File: src/rtl/three_wire_cfg_pkg.sv
package three_wire_cfg_pkg;
  localparam int ID_W      = 2;
  localparam int ADDR_W    = 5;
  localparam int DATA_W    = 8;
  localparam int HDR_BITS  = ID_W + 1 + ADDR_W;
  localparam int FRAME_LEN = HDR_BITS + DATA_W;
  localparam int CNT_W     = $clog2(FRAME_LEN + 2);

  function automatic logic [DATA_W-1:0] cfg_reset(input int idx);
    return DATA_W'(8'h10 + idx);
  endfunction
endpackage

File: src/rtl/cfg_sync.sv
module cfg_sync #(
  parameter int   STAGES  = 2,
  parameter logic RST_VAL = 1'b0
) (
  input  logic clk_i,
  input  logic rst_ni,
  input  logic d_i,
  output logic q_o
);
  logic [STAGES-1:0] pipe_q;

  always_ff @(posedge clk_i or negedge rst_ni) begin
    if (!rst_ni) pipe_q <= {STAGES{RST_VAL}};
    else         pipe_q <= {pipe_q[STAGES-2:0], d_i};
  end

  assign q_o = pipe_q[STAGES-1];
endmodule

File: src/rtl/cfg_frame_rx.sv
module cfg_frame_rx
  import three_wire_cfg_pkg::*;
(
  input  logic              clk_i,
  input  logic              rst_ni,
  input  logic              sclk_rise_i,
  input  logic              csn_s_i,
  input  logic              sdi_s_i,
  input  logic [ID_W-1:0]   id_i,
  input  logic [DATA_W-1:0] rd_data_i,
  output logic [ADDR_W-1:0] rd_addr_o,
  output logic              wr_en_o,
  output logic [ADDR_W-1:0] wr_addr_o,
  output logic [DATA_W-1:0] wr_data_o,
  output logic              sdo_o,
  output logic              oe_o,
  output logic [CNT_W-1:0]  bit_cnt_o
);
  localparam logic [CNT_W-1:0] CNT_HDR  = CNT_W'(HDR_BITS - 1);
  localparam logic [CNT_W-1:0] CNT_LAST = CNT_W'(FRAME_LEN - 1);
  localparam logic [CNT_W-1:0] CNT_FULL = CNT_W'(FRAME_LEN);
  localparam logic [CNT_W-1:0] CNT_SAT  = CNT_W'(FRAME_LEN + 1);

  logic [CNT_W-1:0]     cnt_q;
  logic [FRAME_LEN-1:0] sr_q;
  logic [DATA_W-1:0]    tx_q;
  logic                 csn_q, oe_q;
  logic [HDR_BITS-1:0]  hdr_nxt;
  logic                 csn_rise;

  // header as it stands once the current bit is in
  assign hdr_nxt   = {sdi_s_i, sr_q[FRAME_LEN-1 -: HDR_BITS-1]};
  assign rd_addr_o = hdr_nxt[HDR_BITS-1 -: ADDR_W];
  assign csn_rise  = csn_s_i & ~csn_q;

  always_ff @(posedge clk_i or negedge rst_ni) begin
    if (!rst_ni) begin
      cnt_q <= '0;
      sr_q  <= '0;
      tx_q  <= '0;
      csn_q <= 1'b1;
      oe_q  <= 1'b0;
    end else begin
      csn_q <= csn_s_i;
      if (csn_s_i) begin
        cnt_q <= '0;
        oe_q  <= 1'b0;
      end else if (sclk_rise_i) begin
        sr_q <= {sdi_s_i, sr_q[FRAME_LEN-1:1]};
        if (cnt_q != CNT_SAT) cnt_q <= cnt_q + 1'b1;
        if (cnt_q == CNT_HDR) begin
          oe_q <= (hdr_nxt[ID_W-1:0] == id_i) & hdr_nxt[ID_W];
          tx_q <= rd_data_i;
        end else if (cnt_q > CNT_HDR && cnt_q < CNT_LAST) begin
          tx_q <= tx_q >> 1;
        end else if (cnt_q == CNT_LAST) begin
          oe_q <= 1'b0;
        end
      end
    end
  end

  assign wr_en_o   = csn_rise && (cnt_q == CNT_FULL) &&
                     (sr_q[ID_W-1:0] == id_i) && !sr_q[ID_W];
  assign wr_addr_o = sr_q[HDR_BITS-1 -: ADDR_W];
  assign wr_data_o = sr_q[FRAME_LEN-1 -: DATA_W];
  assign sdo_o     = tx_q[0];
  assign oe_o      = oe_q;
  assign bit_cnt_o = cnt_q;
endmodule

File: src/rtl/cfg_reg_bank.sv
module cfg_reg_bank
  import three_wire_cfg_pkg::*;
#(
  parameter int NUM_REGS = 8
) (
  input  logic                       clk_i,
  input  logic                       rst_ni,
  input  logic                       wr_en_i,
  input  logic [ADDR_W-1:0]          wr_addr_i,
  input  logic [DATA_W-1:0]          wr_data_i,
  input  logic [ADDR_W-1:0]          rd_addr_i,
  output logic [DATA_W-1:0]          rd_data_o,
  output logic [NUM_REGS*DATA_W-1:0] regs_o
);
  localparam int IDX_W = (NUM_REGS > 1) ? $clog2(NUM_REGS) : 1;
  localparam logic [ADDR_W-1:0] LIMIT = ADDR_W'(NUM_REGS);

  logic [DATA_W-1:0] regs_q [NUM_REGS];

  for (genvar i = 0; i < NUM_REGS; i++) begin : g_reg
    always_ff @(posedge clk_i or negedge rst_ni) begin
      if (!rst_ni) regs_q[i] <= cfg_reset(i);
      else if (wr_en_i && wr_addr_i == ADDR_W'(i)) regs_q[i] <= wr_data_i;
    end
    assign regs_o[i*DATA_W +: DATA_W] = regs_q[i];
  end

  assign rd_data_o = (rd_addr_i < LIMIT) ? regs_q[rd_addr_i[IDX_W-1:0]] : '0;
endmodule

File: src/rtl/three_wire_cfg.sv
module three_wire_cfg
  import three_wire_cfg_pkg::*;
#(
  parameter int NUM_REGS = 8
) (
  input  logic                       clk_i,
  input  logic                       rst_ni,
  input  logic [1:0]                 id_i,
  input  logic                       sclk_i,
  input  logic                       csn_i,
  input  logic                       sdio_i,
  output logic                       sdio_o,
  output logic                       sdio_oe_o,
  output logic [NUM_REGS*8-1:0]      regs_o
);
  localparam logic [2:0] SYNC_RST = 3'b010;

  logic [2:0] raw_in, sync_out;
  logic       sclk_s, csn_s, sdi_s, sclk_q, sclk_rise;
  logic       wr_en, oe_q;
  logic [ADDR_W-1:0] wr_addr, rd_addr;
  logic [DATA_W-1:0] wr_data, rd_data;
  logic [CNT_W-1:0]  bit_cnt;

  assign raw_in = {sdio_i, csn_i, sclk_i};

  for (genvar g = 0; g < 3; g++) begin : g_sync
    cfg_sync #(.STAGES(2), .RST_VAL(SYNC_RST[g])) i_sync (
      .clk_i (clk_i),
      .rst_ni(rst_ni),
      .d_i   (raw_in[g]),
      .q_o   (sync_out[g])
    );
  end

  assign sclk_s = sync_out[0];
  assign csn_s  = sync_out[1];
  assign sdi_s  = sync_out[2];

  always_ff @(posedge clk_i or negedge rst_ni) begin
    if (!rst_ni) sclk_q <= 1'b0;
    else         sclk_q <= sclk_s;
  end
  assign sclk_rise = sclk_s & ~sclk_q;

  cfg_frame_rx i_rx (
    .clk_i      (clk_i),
    .rst_ni     (rst_ni),
    .sclk_rise_i(sclk_rise),
    .csn_s_i    (csn_s),
    .sdi_s_i    (sdi_s),
    .id_i       (id_i),
    .rd_data_i  (rd_data),
    .rd_addr_o  (rd_addr),
    .wr_en_o    (wr_en),
    .wr_addr_o  (wr_addr),
    .wr_data_o  (wr_data),
    .sdo_o      (sdio_o),
    .oe_o       (oe_q),
    .bit_cnt_o  (bit_cnt)
  );

  cfg_reg_bank #(.NUM_REGS(NUM_REGS)) i_bank (
    .clk_i    (clk_i),
    .rst_ni   (rst_ni),
    .wr_en_i  (wr_en),
    .wr_addr_i(wr_addr),
    .wr_data_i(wr_data),
    .rd_addr_i(rd_addr),
    .rd_data_o(rd_data),
    .regs_o   (regs_o)
  );

  // release the pin as soon as select goes high
  assign sdio_oe_o = oe_q & ~csn_i;
endmodule

File: config.mk
export PLATFORM = sky130hd
export DESIGN_NAME = three_wire_cfg
export DESIGN_NICKNAME = d
export VERILOG_FILES = /design/src/rtl/three_wire_cfg_pkg.sv /design/src/rtl/cfg_sync.sv /design/src/rtl/cfg_frame_rx.sv /design/src/rtl/cfg_reg_bank.sv /design/src/rtl/three_wire_cfg.sv
export SDC_FILE = /design/constraint.sdc
export NUM_CORES = 1
export LEC_CHECK = 0
export BUFFER_PORTS_ARGS = -buffer_cell sky130_fd_sc_hd__buf_2
export CELL_PAD_IN_SITES_DETAIL_PLACEMENT = 0
export CELL_PAD_IN_SITES_GLOBAL_PLACEMENT = 1
export CORE_MARGIN = 1
export CORE_UTILIZATION = 50
export CTS_BUF_LIST = sky130_fd_sc_hd__clkbuf_4 sky130_fd_sc_hd__clkbuf_8 sky130_fd_sc_hd__clkbuf_16
export CTS_CLUSTER_DIAMETER = 150
export DETAILED_ROUTE_END_ITERATION = 10
export PLACE_DENSITY_LB_ADDON = 0.1
export RECOVER_POWER = 50
export SLEW_MARGIN = 20
export SYNTH_ARGS = -nofsm -noshare
export SYNTH_HDL_FRONTEND = slang
export SYNTH_SLANG_ARGS = --single-unit
File: constraint.sdc
create_clock -name clk_i -period 3.5 [get_ports clk_i]
set_clock_uncertainty 0.2 [all_clocks]
set_input_delay 0.175 -clock clk_i [delete_from_list [all_inputs] [get_ports clk_i]]
set_output_delay 0.175 -clock clk_i [all_outputs]
set_load 0.005 [all_outputs]
# After elaboration in Yosys (flattened, before gate mapping)
# Cells that the tools add are included.
totals:
  rom_bits: 0
  mem_count: 0
  word_cells: 81
  out_inout_bits: 66
  mem_bits_rw: 0
  latch_bits: 0
  register_bits: 102
  input_bits: 7
op_classes:
  reduce_logical: 22
  n_div: 0
  magnitude_cmp: 4
  n_eq_ne: 14
  shifts: 0
  n_mul: 0
  mux: 14
  bitwise: 9
  add_sub_neg: 1
op_table:
  columns: ["cell", "n"]
  rows:
  - ["2-to-1 mux 8 bit", 5]
  - ["equality test 5 x 3 -> 1 bit, second input constant", 5]
  - ["binary-select mux 8 bit (select 3 bit)", 1]
  - ["2-to-1 mux 5 bit", 3]
  - ["logical AND 1 bit", 12]
  - ["equality test 5 x 2 -> 1 bit, second input constant", 2]
  - ["< comparator 5 x 4 -> 1 bit, second input constant", 2]
  - ["AND reduction 3 bit", 2]
  - ["nonzero test 2 bit", 3]
  - ["adder 5 x 1 -> 5 bit, second input constant", 1]
  - ["equality test 5 x 1 -> 1 bit, second input constant", 1]
  - ["equality test 5 x 4 -> 1 bit, second input constant", 1]
  - ["equality test 5 bit, second input constant", 1]
  - ["> comparator 5 x 3 -> 1 bit, second input constant", 1]
  - ["logical NOT 5 bit", 1]
  - ["2-to-1 mux 1 bit", 5]
  - ["!= test 5 bit, second input constant", 1]
  - ["AND 1 bit", 4]
  - ["equality test 2 bit", 2]
  - ["greater-or-equal comparator 4 bit, second input constant", 1]
  - ["NOT 1 bit", 4]
  - ["NOT 3 -> 4 bit", 1]
  - ["AND reduction 2 bit", 2]
  - ["!= test 3 x 2 -> 1 bit, second input constant", 1]
  - ["other kinds (2)", 2]

# Depth between registers and ports, before layout
logic_depth:
  ltp_word: 6
  mapped_depth: 7
  depth_no_buf: 6

# Hierarchy
# From an unflattened synthesis, not the netlist that was laid out.
hier_totals:
  hier_cells: 355
  area_unflattened_um2: 4844.6
modules_own_cells:
  columns: ["mod", "seq_area_each_um2", "instances", "area_each_um2", "cells_each"]
  rows:
  - ["cfg_reg_bank", 1626.6, 1, 3052.9, 212]
  - ["cfg_frame_rx", 777.0, 1, 1586.5, 134]
  - ["cfg_sync (g_sync[0].i_sync ...)", 50.0, 2, 50.0, 2]
  - ["cfg_sync (g_sync[1].i_sync)", 52.6, 1, 52.6, 2]
  - ["three_wire_cfg", 25.0, 1, 52.6, 3]

# Worst setup path after synthesis
# OpenSTA, ideal clock, no wires.
synth_path:
  kind: "flip-flop to flip-flop"
  start: "reg i_rx.cnt_q[0], in the netlist i_rx.bit_cnt_o[0]"
  end: "reg i_bank.regs_q, in the netlist i_bank.regs_o[26]"
  t_required_ns: 3.175
  arrival_time_ns: 1.899
  period_less_slack_ns: 2.224
  setup_slack_ns: 1.276
  path_buffers: 0
  setup_ns: 0.125
  stages_incl_launch_ff: 7
  cell_sequence: "dfrtp_1 -> inv_1 -> ha_1 -> nor3b_2 -> nand4_4 -> nor4b_4 -> mux2_2"
synth_via:
  elab_chain_cells: 5
synth_lines:
  columns: ["item", "line", "text"]
  rows:
  - ["start: declaration", "cfg_frame_rx.sv:24", "logic [CNT_W-1:0] cnt_q;"]
  - ["start signal: assignment", "cfg_frame_rx.sv:50", "if (cnt_q != CNT_SAT) cnt_q <= cnt_q + 1'b1;"]
  - ["equality test 5 bit", "cfg_frame_rx.sv:63", "assign wr_en_o = csn_rise && (cnt_q == CNT_FULL) &&"]
  - ["logical AND 1 bit (2 in a row)", "cfg_frame_rx.sv:63", null]
  - ["logical AND 1 bit", "cfg_frame_rx.sv:64", "(sr_q[ID_W-1:0] == id_i) && !sr_q[ID_W];"]
  - ["logical AND 1 bit", "cfg_reg_bank.sv:23", "else if (wr_en_i && wr_addr_i == ADDR_W'(i)) regs_q[i] <= wr_data_i;"]
  - ["end signal: indexed assignment", "cfg_reg_bank.sv:22", "if (!rst_ni) regs_q[i] <= cfg_reset(i);"]
  - ["end signal: indexed assignment", "cfg_reg_bank.sv:23", null]
  - ["end: declaration", "cfg_reg_bank.sv:18", "logic [DATA_W-1:0] regs_q [NUM_REGS];"]
# No other way between the ends.
# A chain may end at the register's enable or synchronous reset.

# Worst setup path after layout
layout_path:
  start: "reg g_sync[1].i_sync.pipe_q[1]"
  end: "reg i_bank.regs_q, in the netlist i_bank.regs_o[27]"
layout_via:
  elab_chain_cells: 5
layout_lines:
  columns: ["item", "line", "text"]
  rows:
  - ["start: declaration", "cfg_sync.sv:10", "logic [STAGES-1:0] pipe_q;"]
  - ["start signal: assignment", "cfg_sync.sv:13", "if (!rst_ni) pipe_q <= {STAGES{RST_VAL}};"]
  - ["start signal: assignment", "cfg_sync.sv:14", "else pipe_q <= {pipe_q[STAGES-2:0], d_i};"]
  - ["AND 1 bit", "cfg_frame_rx.sv:34", "assign csn_rise = csn_s_i & ~csn_q;"]
  - ["logical AND 1 bit (2 in a row)", "cfg_frame_rx.sv:63", null]
  - ["logical AND 1 bit", "cfg_frame_rx.sv:64", null]
  - ["logical AND 1 bit", "cfg_reg_bank.sv:23", null]
# No other way between the ends.

==> flow_summary.json <==
{
  "synthCells": 314,
  "arrival_ns": 2.74,
  "r2r_cells": 4,
  "syn2layout_area_growth_pct": 14.7,
  "grt-ovfl-total": 0,
  "drc": 0,
  "rr_endpoint": "i_bank.regs_o[27]",
  "clkTransAtPathRegs_ns": 0.09,
  "r2r_slack_ns": 0.81,
  "cts.sinks": 102,
  "cts_buffers": 9,
  "slew_headroom_pct": -2.60,
  "drt_iter0_markers": 102,
  "synth_top_area_share_pct": 41.9,
  "crit_path_start_kind": "flip-flop",
  "post_cts_resized": 0,
  "antenna_found_initial": 0,
  "grt_max_degree": 63,
  "status": "complete, but fails checks",
  "dp_hpwl_mm": 7.04,
  "grt_pass1_wl_mm": 17.1,
  "wl_per_cell_um": 20.9,
  "hold_viol": 0,
  "synth_area_per_cell_um2": 15.0,
  "die_w_um": 99.1,
  "start_util_pct": 51.3,
  "via_per_inst": 5.81,
  "hold-path-endpoint": "i_rx.oe_o",
  "yosys_warnings": 0,
  "pin_count": 73,
  "ant_nets": 0,
  "cp-end-kind": "flip-flop",
  "min_path_cells": 5,
  "drive_gt1_share_pct": 47.7,
  "vdd_drop_max_mv": 0.250,
  "netlist_area_mm2": 0.00472,
  "track_usage_pct": 23.3,
  "tightestPinTransition_ns": 1.54,
  "core_mm2": 0.00920,
  "grt_pass1_vias": 2995,
  "synth.lib_cells_used.distinct": 39,
  "synth_area_leaders": "dfrtp_1 42%, mux2_2 20%, dfstp_2 13%, mux4_2 7.6%, mux2i_1 1.9%",
  "clk-insertion-delay-late_ns": 0.37,
  "fillers": 787,
  "vias": 2909,
  "fin_nets": 396,
  "fmax_ghz": 0.372,
  "gp_congestion": 0.785,
  "power_density_mw_per_mm2": 478,
  "cts_htree_levels": 3,
  "p_sw_uw": 755,
  "period_needed_ns": 2.69,
  "cts-root-buf": "clkbuf_8",
  "synth-seq-cells": 102,
  "drt_first_pass_iters": 4,
  "rsz0062_at_grt": "false",
  "crit_type": "flip-flop to flip-flop",
  "switching_share_pct": 29.2,
  "p_int_uw": 1830,
  "final_util_pct": 58.9,
  "holdBufCountCts": 4,
  "syn_nets": 325,
  "path_max_fanout": 11,
  "pwr-share-comb_pct": 11.3,
  "required_ns": 3.55,
  "dieArea_mm2": 0.00983,
  "setup_viol": 0,
  "synthArstFlopShare_pct": 100,
  "synthTopCellsByCount": "83 x mux2_2, 79 x dfrtp_1, 23 x dfstp_2, 16 x mux4_2, 12 x clkbuf_1",
  "violations": "max-capacitance violations, max-slew violations",
  "post-cts-setup-buffers": 0,
  "cts_tree": "built",
  "synth_edf_count": 0,
  "worstHoldStart": "id_i[0]",
  "antenna_cells": 0,
  "yosysTopAreaCell": "dfrtp_1",
  "finalSetupTns_ns": 0,
  "seqPwrFrac_pct": 55.9,
  "regArea_mm2": 0.00258,
  "maxCapViolations": 1,
  "io_buffers": 72,
  "p_leak_uw": 0.00256,
  "cts_buffer_depth": 2,
  "num_rows": 35,
  "synth.most_common_cell": "mux2_2",
  "slew_viol_final": 63,
  "hold_path_class": "input pin to flip-flop",
  "whs_ns": 0.0733,
  "seq_area_frac_synth_pct": 54.7,
  "period_share_pct": 76.8,
  "die_y_um": 99.1,
  "rr_startpoint": "g_sync[1].i_sync.pipe_q[1]",
  "wl_mm": 10.5,
  "p_clk_share_pct": 32.8,
  "synth_flop_cell": "dfrtp_1",
  "multi_input_area_mm2": 0.00203
}
placed cells by master (no fill, tap or decap), drive strengths merged, types with 3 or more instances in the layout:
cell type and count:
buf 57, inv 6, ha 4, mux4 16, dfstp 23, nand2 10
dfrtp 79, mux2 88, nand2b 3, nor2 7, dlygate4sd3 4, xnor2 3
a21oi 3, nand3 3, mux2i 9, nor4 3, clkbuf 30, o21ai 9
nand4 4, a211oi 3, nor4b 3
power by group through the flow:
| stage | sequential [uW] | combinational [uW] | clock [uW] |
|---|---|---|---|
| 6_report | 1450 | 292 | 849 |
| 2_1_floorplan | 1290 | 335 | 0 |
| 5_1_grt | 1470 | 319 | 906 |
| 4_1_cts | 1450 | 299 | 869 |
| 3_3_place_gp | 1470 | 291 | 0 |
| 3_5_place_dp | 1480 | 295 | 0 |
metrics by stage:
stage | setup WS [ns] | total power, uW | cells | instance area, um2
5_1_grt | 0.650 | 2700 | 501 | 5410
6_report | 0.812 | 2590 | 501 | 5410
3_3_place_gp | 0.908 | 1760 | 481 | 5170
3_5_place_dp | 0.893 | 1770 | 481 | 5170
4_1_cts | 0.865 | 2620 | 501 | 5440
2_1_floorplan | 1.28 | 1630 | 314 | 4720
cell type report:
cell class	instances	share of cell area, %
inverter	4	0.277
timing repair buffer	81	7.65
clock inverter	6	1.69
clock buffer	10	2.54
tap	111	2.57
multi-input combinational	187	37.6
sequential	102	47.7
worst max-delay path by stage:
| stage | start | end | slack, ns | cells after the start |
|---|---|---|---|---|
| after CTS | i_rx.bit_cnt_o[0] | i_bank.regs_o[27] | 0.86 | 6 |
| after detailed placement | i_rx.bit_cnt_o[0] | i_bank.regs_o[27] | 0.89 | 6 |
| after floorplan | i_rx.bit_cnt_o[0] | i_bank.regs_o[26] | 1.28 | 6 |
| after global placement | i_rx.bit_cnt_o[0] | i_bank.regs_o[29] | 0.91 | 6 |
| after global routing | g_sync[1].i_sync.pipe_q[1] | i_bank.regs_o[27] | 0.65 | 4 |
| final | g_sync[1].i_sync.pipe_q[1] | i_bank.regs_o[27] | 0.81 | 4 |
routing by layer:
metal	vias to the layer above	part of all wire [%]	global-route usage, %
met5	-	0	0
met4	0	0.81	5.09
met3	9	4.5	5.90
met2	58	47	36.1
met1	1550	48	33.7
li1	1292	-	-
sequential cells by signal, summed over array words and instances (netlist names):
| name | cells |
|---|---|
| i_rx.oe_o | 1 |
| sclk_q | 1 |
| g_sync.i_sync.pipe_q | 6 |
| i_rx.sr_q | 16 |
| i_rx.bit_cnt_o | 5 |
| i_rx.csn_q | 1 |
| i_rx.tx_q | 8 |
| i_bank.regs_o | 64 |
logic make-up after synthesis:
kind of cell             synth area share, %
multiplexers                            30.5
flip-flops                              54.7
AND/OR/NAND/NOR                         8.70
buffers and inverters                   2.17
AO/OA/AOI/OAI                           1.88
XOR/XNOR                               0.928
adder cells (fa/ha/maj)                 1.06
critical path, stage by stage, from the launching register on:
cell	delay, ns
dfstp_1	0.77
nor3b_2	0.26
nand4_1	0.24
nor4b_4	0.69
mux2_2	0.42
Power figures use the tool's default switching activity.
